## config.mk

```make
export PLATFORM = sky130hd
export DESIGN_NAME = raster_sym_seq
export DESIGN_NICKNAME = d
export VERILOG_FILES = /design/src/rtl/rseq_pkg.sv /design/src/rtl/rseq_region_ctr.sv /design/src/rtl/rseq_lane_fmt.sv /design/src/rtl/raster_sym_seq.sv
export SDC_FILE = /design/constraint.sdc
export NUM_CORES = 1
export LEC_CHECK = 0
export ABC_AREA = 1
export ABC_CLOCK_PERIOD_IN_PS = 17800
export BUFFER_PORTS_ARGS = -buffer_cell sky130_fd_sc_hd__buf_4
export CELL_PAD_IN_SITES_DETAIL_PLACEMENT = 2
export CELL_PAD_IN_SITES_GLOBAL_PLACEMENT = 2
export CORE_MARGIN = 2
export CORE_UTILIZATION = 36
export CTS_BUF_LIST = sky130_fd_sc_hd__clkbuf_4 sky130_fd_sc_hd__clkbuf_8
export DETAILED_ROUTE_END_ITERATION = 12
export PLACE_DENSITY = 0.85
export SLEW_MARGIN = 40
export SYNTH_ARGS = -nofsm -noshare
export SYNTH_HDL_FRONTEND = slang
export SYNTH_SLANG_ARGS = --single-unit
```

## constraint.sdc

```tcl
create_clock -name clk -period 17.8 [get_ports clk]
set_input_delay 3.56 -clock clk [delete_from_list [all_inputs] [get_ports clk]]
set_output_delay 3.56 -clock clk [all_outputs]
set_load 0.01 [all_outputs]
```

## src/rtl/rseq_pkg.sv

```systemverilog
package rseq_pkg;
  localparam int SYM_W = 10;

  typedef enum logic [1:0] {
    RG_FRONT  = 2'd0,
    RG_SYNC   = 2'd1,
    RG_BACK   = 2'd2,
    RG_ACTIVE = 2'd3
  } region_e;

  // Fallback symbols for a balanced solid-red line
  localparam logic [SYM_W-1:0] FB01_EVEN = 10'h100;
  localparam logic [SYM_W-1:0] FB01_ODD  = 10'h1FF;
  localparam logic [SYM_W-1:0] FB2_EVEN  = 10'h201;
  localparam logic [SYM_W-1:0] FB2_ODD   = 10'h2FE;

  function automatic logic [SYM_W-1:0] ctrl_symbol(input logic [1:0] idx);
    case (idx)
      2'b00:   return 10'b1101010100;
      2'b01:   return 10'b0010101011;
      2'b10:   return 10'b0101010100;
      default: return 10'b1010101011;
    endcase
  endfunction
endpackage

```

## src/rtl/rseq_region_ctr.sv

```systemverilog
module rseq_region_ctr
  import rseq_pkg::*;
#(
  parameter int CW = 12
) (
  input  logic                clk,
  input  logic                rst,
  input  logic                step,
  input  logic [3:0][CW-1:0]  len,
  output region_e             region,
  output logic [CW-1:0]       cnt,
  output logic                last
);
  assign last = (cnt == len[region] - CW'(1));

  always_ff @(posedge clk) begin
    if (rst) begin
      region <= RG_FRONT;
      cnt    <= '0;
    end else if (step) begin
      if (last) begin
        region <= region_e'(region + 2'd1);
        cnt    <= '0;
      end else begin
        cnt <= cnt + CW'(1);
      end
    end
  end
endmodule

```

## src/rtl/rseq_lane_fmt.sv

```systemverilog
module rseq_lane_fmt
  import rseq_pkg::*;
#(
  parameter int LANE = 0
) (
  input  logic             clk,
  input  logic             rst,
  input  logic [1:0]       sync_idx,
  input  logic             pix_cycle,
  input  logic             pix_valid,
  input  logic             phase,
  input  logic [SYM_W-1:0] pix_sym,
  output logic [SYM_W-1:0] sym
);
  localparam logic [SYM_W-1:0] FB_EVEN = (LANE == 2) ? FB2_EVEN : FB01_EVEN;
  localparam logic [SYM_W-1:0] FB_ODD  = (LANE == 2) ? FB2_ODD  : FB01_ODD;

  always_ff @(posedge clk) begin
    if (rst)
      sym <= ctrl_symbol(2'b00);
    else if (pix_cycle)
      sym <= pix_valid ? pix_sym : (phase ? FB_ODD : FB_EVEN);
    else
      sym <= ctrl_symbol(sync_idx);
  end
endmodule

```

## src/rtl/raster_sym_seq.sv

```systemverilog
module raster_sym_seq
  import rseq_pkg::*;
#(
  parameter int CW = 12,
  parameter int NLANES = 3
) (
  input  logic              clk,
  input  logic              rst,
  input  logic [CW-1:0]     cfg_h_front,
  input  logic [CW-1:0]     cfg_h_sync,
  input  logic [CW-1:0]     cfg_h_back,
  input  logic [CW-1:0]     cfg_h_active,
  input  logic [CW-1:0]     cfg_v_front,
  input  logic [CW-1:0]     cfg_v_sync,
  input  logic [CW-1:0]     cfg_v_back,
  input  logic [CW-1:0]     cfg_v_active,
  input  logic              cfg_h_pol,
  input  logic              cfg_v_pol,
  input  logic              pix_valid,
  output logic              pix_ready,
  input  logic [SYM_W-1:0]  pix_l0,
  input  logic [SYM_W-1:0]  pix_l1,
  input  logic [SYM_W-1:0]  pix_l2,
  output logic [SYM_W-1:0]  tmds_l0,
  output logic [SYM_W-1:0]  tmds_l1,
  output logic [SYM_W-1:0]  tmds_l2,
  output logic              line_req
);
  logic [3:0][CW-1:0] h_len_q, v_len_q;
  logic               h_pol_q, v_pol_q;

  region_e            h_region, v_region;
  logic [CW-1:0]      h_cnt, v_cnt;
  logic               h_last, v_last;
  logic               h_wrap, frame_wrap;
  logic               pix_cycle;
  logic               hs_lvl, vs_lvl;

  logic [NLANES-1:0][SYM_W-1:0] pix_arr, lane_arr;

  assign h_wrap     = h_last && (h_region == RG_ACTIVE);
  assign frame_wrap = h_wrap && v_last && (v_region == RG_ACTIVE);

  // Shadow timing: loaded in reset and at the frame wrap only
  always_ff @(posedge clk) begin
    if (rst || frame_wrap) begin
      h_len_q <= {cfg_h_active, cfg_h_back, cfg_h_sync, cfg_h_front};
      v_len_q <= {cfg_v_active, cfg_v_back, cfg_v_sync, cfg_v_front};
      h_pol_q <= cfg_h_pol;
      v_pol_q <= cfg_v_pol;
    end
  end

  rseq_region_ctr #(.CW(CW)) u_hctr (
    .clk(clk), .rst(rst), .step(1'b1), .len(h_len_q),
    .region(h_region), .cnt(h_cnt), .last(h_last)
  );

  rseq_region_ctr #(.CW(CW)) u_vctr (
    .clk(clk), .rst(rst), .step(h_wrap), .len(v_len_q),
    .region(v_region), .cnt(v_cnt), .last(v_last)
  );

  assign pix_cycle = (h_region == RG_ACTIVE) && (v_region == RG_ACTIVE);
  assign pix_ready = pix_cycle;
  assign hs_lvl    = (h_region == RG_SYNC) ? h_pol_q : ~h_pol_q;
  assign vs_lvl    = (v_region == RG_SYNC) ? v_pol_q : ~v_pol_q;

  always_ff @(posedge clk) begin
    if (rst) line_req <= 1'b0;
    else     line_req <= (h_region == RG_BACK) && h_last;
  end

  assign pix_arr = {pix_l2, pix_l1, pix_l0};

  for (genvar i = 0; i < NLANES; i++) begin : g_lane
    logic [1:0] idx;
    if (i == 0) begin : g_sync
      assign idx = {vs_lvl, hs_lvl};
    end else begin : g_plain
      assign idx = 2'b00;
    end
    rseq_lane_fmt #(.LANE(i)) u_fmt (
      .clk(clk), .rst(rst), .sync_idx(idx), .pix_cycle(pix_cycle),
      .pix_valid(pix_valid), .phase(h_cnt[0]), .pix_sym(pix_arr[i]),
      .sym(lane_arr[i])
    );
  end

  assign tmds_l0 = lane_arr[0];
  assign tmds_l1 = lane_arr[1];
  assign tmds_l2 = lane_arr[2];
endmodule

```

; Word level (Yosys, flattened, before mapping)
; Index checks and enable logic that the tools add are counted.
[word_totals]
ff_bits = 157
latchBits = 0
ramBits = 0
rom_bits = 0
word_cells = 62
n_memories = 0
[classes]
n_addsub = 6
n_mul = 0
div = 0
magnitude_cmp = 2
n_eq_ne = 9
shift = 0
muxes = 14
bitwise = 3
n_reduce_logical = 10
[op_table]
columns = operator, count
row1 = $bmux W12 S2, 2
row2 = $mux W10, 4
row3 = $mux W12, 3
row4 = $pmux W10 S3, 1
row5 = $add A12 B1 Y12 const B, 2
row6 = $eq A12 B12 Y1, 2
row7 = $sub A12 B1 Y12 const B, 2
row8 = $mux W8, 2
row9 = $eq A2 B2 Y1 const B, 4
row10 = $eq A2 B1 Y1 const B, 3
row11 = $lt A2 B3 Y1 const B, 2
row12 = $logic_and A1 B1 Y1, 5
row13 = $add A2 B1 Y2 const B, 2
row14 = $reduce_or A2 Y1, 2
row15 = $not A1 Y1, 3
row16 = $logic_not A2 Y1, 1
row17 = $mux W1, 2
row18 = $reduce_and A2 Y1, 1
row19 = $logic_or A1 B1 Y1, 1

; Logic depth before layout (Yosys ltp)
[depth]
depth_word = 8
ltp_mapped = 22
ltp_nobuf = 20

; Hierarchy
; Synthesis repeated with hierarchy kept, for this count alone.
[unflattened]
hier_cells = 906
hier_area_um2 = 8000.2
[modules_own_cells]
columns = mod, instances, cells_per_inst, area_each_um2, seq_area_each_um2
row1 = raster_sym_seq, 1, 123, 3066.7, 2962.8
row2 = rseq_region_ctr (u_hctr), 1, 309, 1828.0, 280.3
row3 = rseq_region_ctr (u_vctr), 1, 309, 1803.0, 280.3
row4 = rseq_lane_fmt (g_lane[0].u_fmt ...), 2, 55, 431.7, 200.2
row5 = rseq_lane_fmt (g_lane[2].u_fmt), 1, 55, 439.2, 200.2

; Least setup slack after synthesis
; No wires, ideal clock.
[synth_timing]
path_type = input to register
startpoint = in rst
endpoint = reg h_len_q[0] (netlist name) (enable)
setup_time_ns = 0.566
arrival_ns = 7.150
t_required_ns = 17.234
setup_slack_ns = 10.084
cell_stages = 4
cell_sequence = clkbuf_1 > inv_1 > clkbuf_1 > o21ai_1
[synth_via]
elab_chain_len = 1
[synth_lines]
columns = element, line
row1 = "start, declared", raster_sym_seq.sv:8  ; input logic rst,
row2 = $logic_or A1 B1 Y1, raster_sym_seq.sv:46  ; if (rst || frame_wrap) begin
row3 = "end signal, assigned", raster_sym_seq.sv:47  ; h_len_q <= {cfg_h_active, cfg_h_back, cfg_h_sync, cfg_h_front};
row4 = "end, declared", raster_sym_seq.sv:29  ; logic [3:0][CW-1:0] h_len_q, v_len_q;
; No other way between the ends.
; A chain may end at the register's enable or synchronous reset.

; Worst setup path in the final report
[layout_timing]
startpoint = reg u_hctr.region[1]
endpoint = out pix_ready
[layout_via]
elab_chain_len = 2
[layout_lines]
columns = element, line
row1 = "start, declared", rseq_region_ctr.sv:10  ; output region_e region,
row2 = "start signal, assigned", rseq_region_ctr.sv:22  ; region <= region_e'(region + 2'd1);
row3 = $eq A2 B2 Y1, raster_sym_seq.sv:64  ; assign pix_cycle = (h_region == RG_ACTIVE) && (v_region == RG_ACTIVE);
row4 = $logic_and A1 B1 Y1, raster_sym_seq.sv:64
row5 = "end, declared", raster_sym_seq.sv:20  ; output logic pix_ready,
; No other way between the ends.

==> flow_summary.json <==
{
  "wl_met1_um": 9570,
  "yosysTopAreaCell": "edfxtp_1",
  "min_path_cells": 1,
  "numPortBuffers": 162,
  "firstDrtPassIters": 5,
  "rrSetupSlack_ps": 13350,
  "viasPerCell": 4.973,
  "fin_hold_ws_ps": 493.9,
  "max-slew-margin-rel_pct": 45.84,
  "h-tree-depth": 4,
  "die_y_um": 147.8,
  "overflow": 0,
  "arrival_ps": 2170,
  "rows": 52,
  "clk_latency_ps": 480,
  "ys.flop_type": "edfxtp_1",
  "drc": 0,
  "max-vdd-ir-drop_uv": 48.07,
  "drive_above_1_share_pct": 24.71,
  "top_layer": "met4",
  "dieArea_um2": 21850,
  "ys_types": 34,
  "fmax_mhz": 174.5,
  "skew_ps": 24.62,
  "synth-seq-area-share_pct": 55.38,
  "wl_per_cell_um": 18.79,
  "synthArstFlopShare_pct": 0,
  "wl_met3_um": 682,
  "final_cell_mix": "285 x nand2_1, 165 x buf_4, 102 x nand3_1",
  "post_cts_buffers": 0,
  "mostFrequentLayoutCell": "nand2_1",
  "dp.final_hpwl_um": 18290,
  "cp.required_ps": 14240,
  "synth_cells": 845,
  "maxSlewViolCount": 0,
  "reg2reg_depth": 16,
  "postSynthAreaPerCell_um2": 8.813,
  "period_share_pct": 32.20,
  "synth_edf_count": 98,
  "grt_pass1_wl_um": 38940,
  "final-hold-violation-count": 0,
  "dr_total_vias": 6435,
  "hold_buffers": 0,
  "syn_area_um2": 7447,
  "worst_slew_pin_slew_ps": 812.4,
  "leakagePower_uw": 0.004087,
  "pwr_density_cell_nw_per_um2": 81.43,
  "syn-num-nets": 985,
  "initial_utilization_pct": 36.69,
  "setup_viol": 0,
  "r2r_start": "u_hctr.region[1]",
  "grt.total_usage_pct": 22.97,
  "wl_met2_um": 13670,
  "max-cap-violations": 0,
  "hold_path_class": "reg -> reg",
  "ys_ff_latch": 157,
  "num_antenna_cells": 0,
  "cts.repair.resized": 0,
  "status": "finished clean",
  "cts_num_sinks": 157,
  "drt.antenna.violating_nets": 0,
  "fp.dieW_um": 147.8,
  "critPathKind": "reg -> out",
  "fin_crit_ps": 5732,
  "grt_pass1_vias": 7239,
  "min_from": "u_hctr.cnt[0]",
  "start_kind": "flop",
  "finalSetupTns_ps": 0,
  "antenna_found_initial": 0,
  "crit_path_max_fanout": 15,
  "worstSetupStartpoint": "u_hctr.region[1]",
  "end_kind": "primary output",
  "place_congestion": 0.8035,
  "root_buffer": "clkbuf_8",
  "clock_path_buffers": 2,
  "yosys_warnings": 0,
  "drt_iter0_drc": 276,
  "synthTopCellsByArea": "edfxtp_1 40%, dfxtp_1 16%, nand2_1 14%",
  "cts.clk_slew.worst_paths_ps": 100,
  "yosys.area.top_type_share_pct": 39.52,
  "drt_wl_total_um": 24320,
  "pin_count": 163,
  "cts_tree": "built",
  "cts-buffers-inserted": 17,
  "coreArea_um2": 20300,
  "rsz0062_at_grt": "false",
  "grt_max_degree": 97,
  "syn_to_final_growth_pct": 25.57,
  "fin_nets": 1151
}
==> flip-flops by register name (all words and copies together), names as in the netlist, 2 cells and up <==
register,count
u_hctr.region,2
u_hctr.cnt,12
v_len_q,48
u_vctr.cnt,12
g_lane.u_fmt.sym,30
u_vctr.region,2
h_len_q,48
==> worst max-delay path: stages, from the launching register on <==
cell and delay, ps:
dfxtp_1 840, ha_1 360, nand2_1 190, inv_1 160
buf_4 160
==> cells in the mapped netlist, types with 6 or more instances <==
library cell,n
a21oi_1,22
buf_2,8
buf_6,6
dfxtp_1,59
edfxtp_1,98
ha_1,9
inv_1,71
inv_2,7
nand2_1,285
nand2_2,11
nand3_1,102
nand3_2,8
nand4_1,9
nor2_1,60
nor2_2,11
nor2_4,6
nor3_1,11
o21ai_0,11
xnor2_1,7
xor2_1,19
==> metrics by stage <==
stage,std cells,setup WS (ps),util (%),instance area [um2],power (uW)
2_1_floorplan,845,10080,-,7447,445.6
3_5_place_dp,1262,12530,43.96,8924,482.4
6_report,1294,12070,46.07,9351,761.5
4_1_cts,1294,12060,46.06,9349,770.7
5_1_grt,1294,11930,46.07,9351,790.1
3_3_place_gp,1262,12350,43.90,8912,477.2
==> final cells by class <==
cell class / instances / area (um2)
fillers: 2264 / 10950
flip-flops and latches: 157 / 4124
multi-input cells: 590 / 2910
repair buffers: 166 / 1252
well taps: 270 / 337.8
inverters: 79 / 301.5
clock buffers: 17 / 234.0
clock inverters: 15 / 191.4
==> power breakdown <==
group / switching (uW) / leakage, uW / internal [uW]
sequential: 4.96 / 0.00144 / 402
combinational: 36.3 / 0.00244 / 30.5
clock: 167 / 0.000211 / 121
==> final timing paths <==
path	end
min reg2reg	u_hctr.cnt[0]
max	pix_ready
min	u_hctr.cnt[0]
max reg2reg	h_len_q[3]
==> per-layer routing <==
| layer | vias up | track usage, % |
|---|---|---|
| li1 | 3086 | - |
| met1 | 3212 | 25.32 |
| met2 | 111 | 45.07 |
| met3 | 26 | 4.167 |
| met4 | 0 | 5.857 |
| met5 | - | 0 |
==> cell families (layout without fill, tap and decap cells) <==
family          Yosys count  in the layout  synth area share (%)
simple gates            518            518                 31.62
buf+inv                  98            277                 5.796
compound gates           37             37                 2.638
xor+xnor                 26             26                 3.058
flops                   157            157                 55.38
fa+ha+maj                 9              9                 1.512
(Power assumes the default switching activity.)
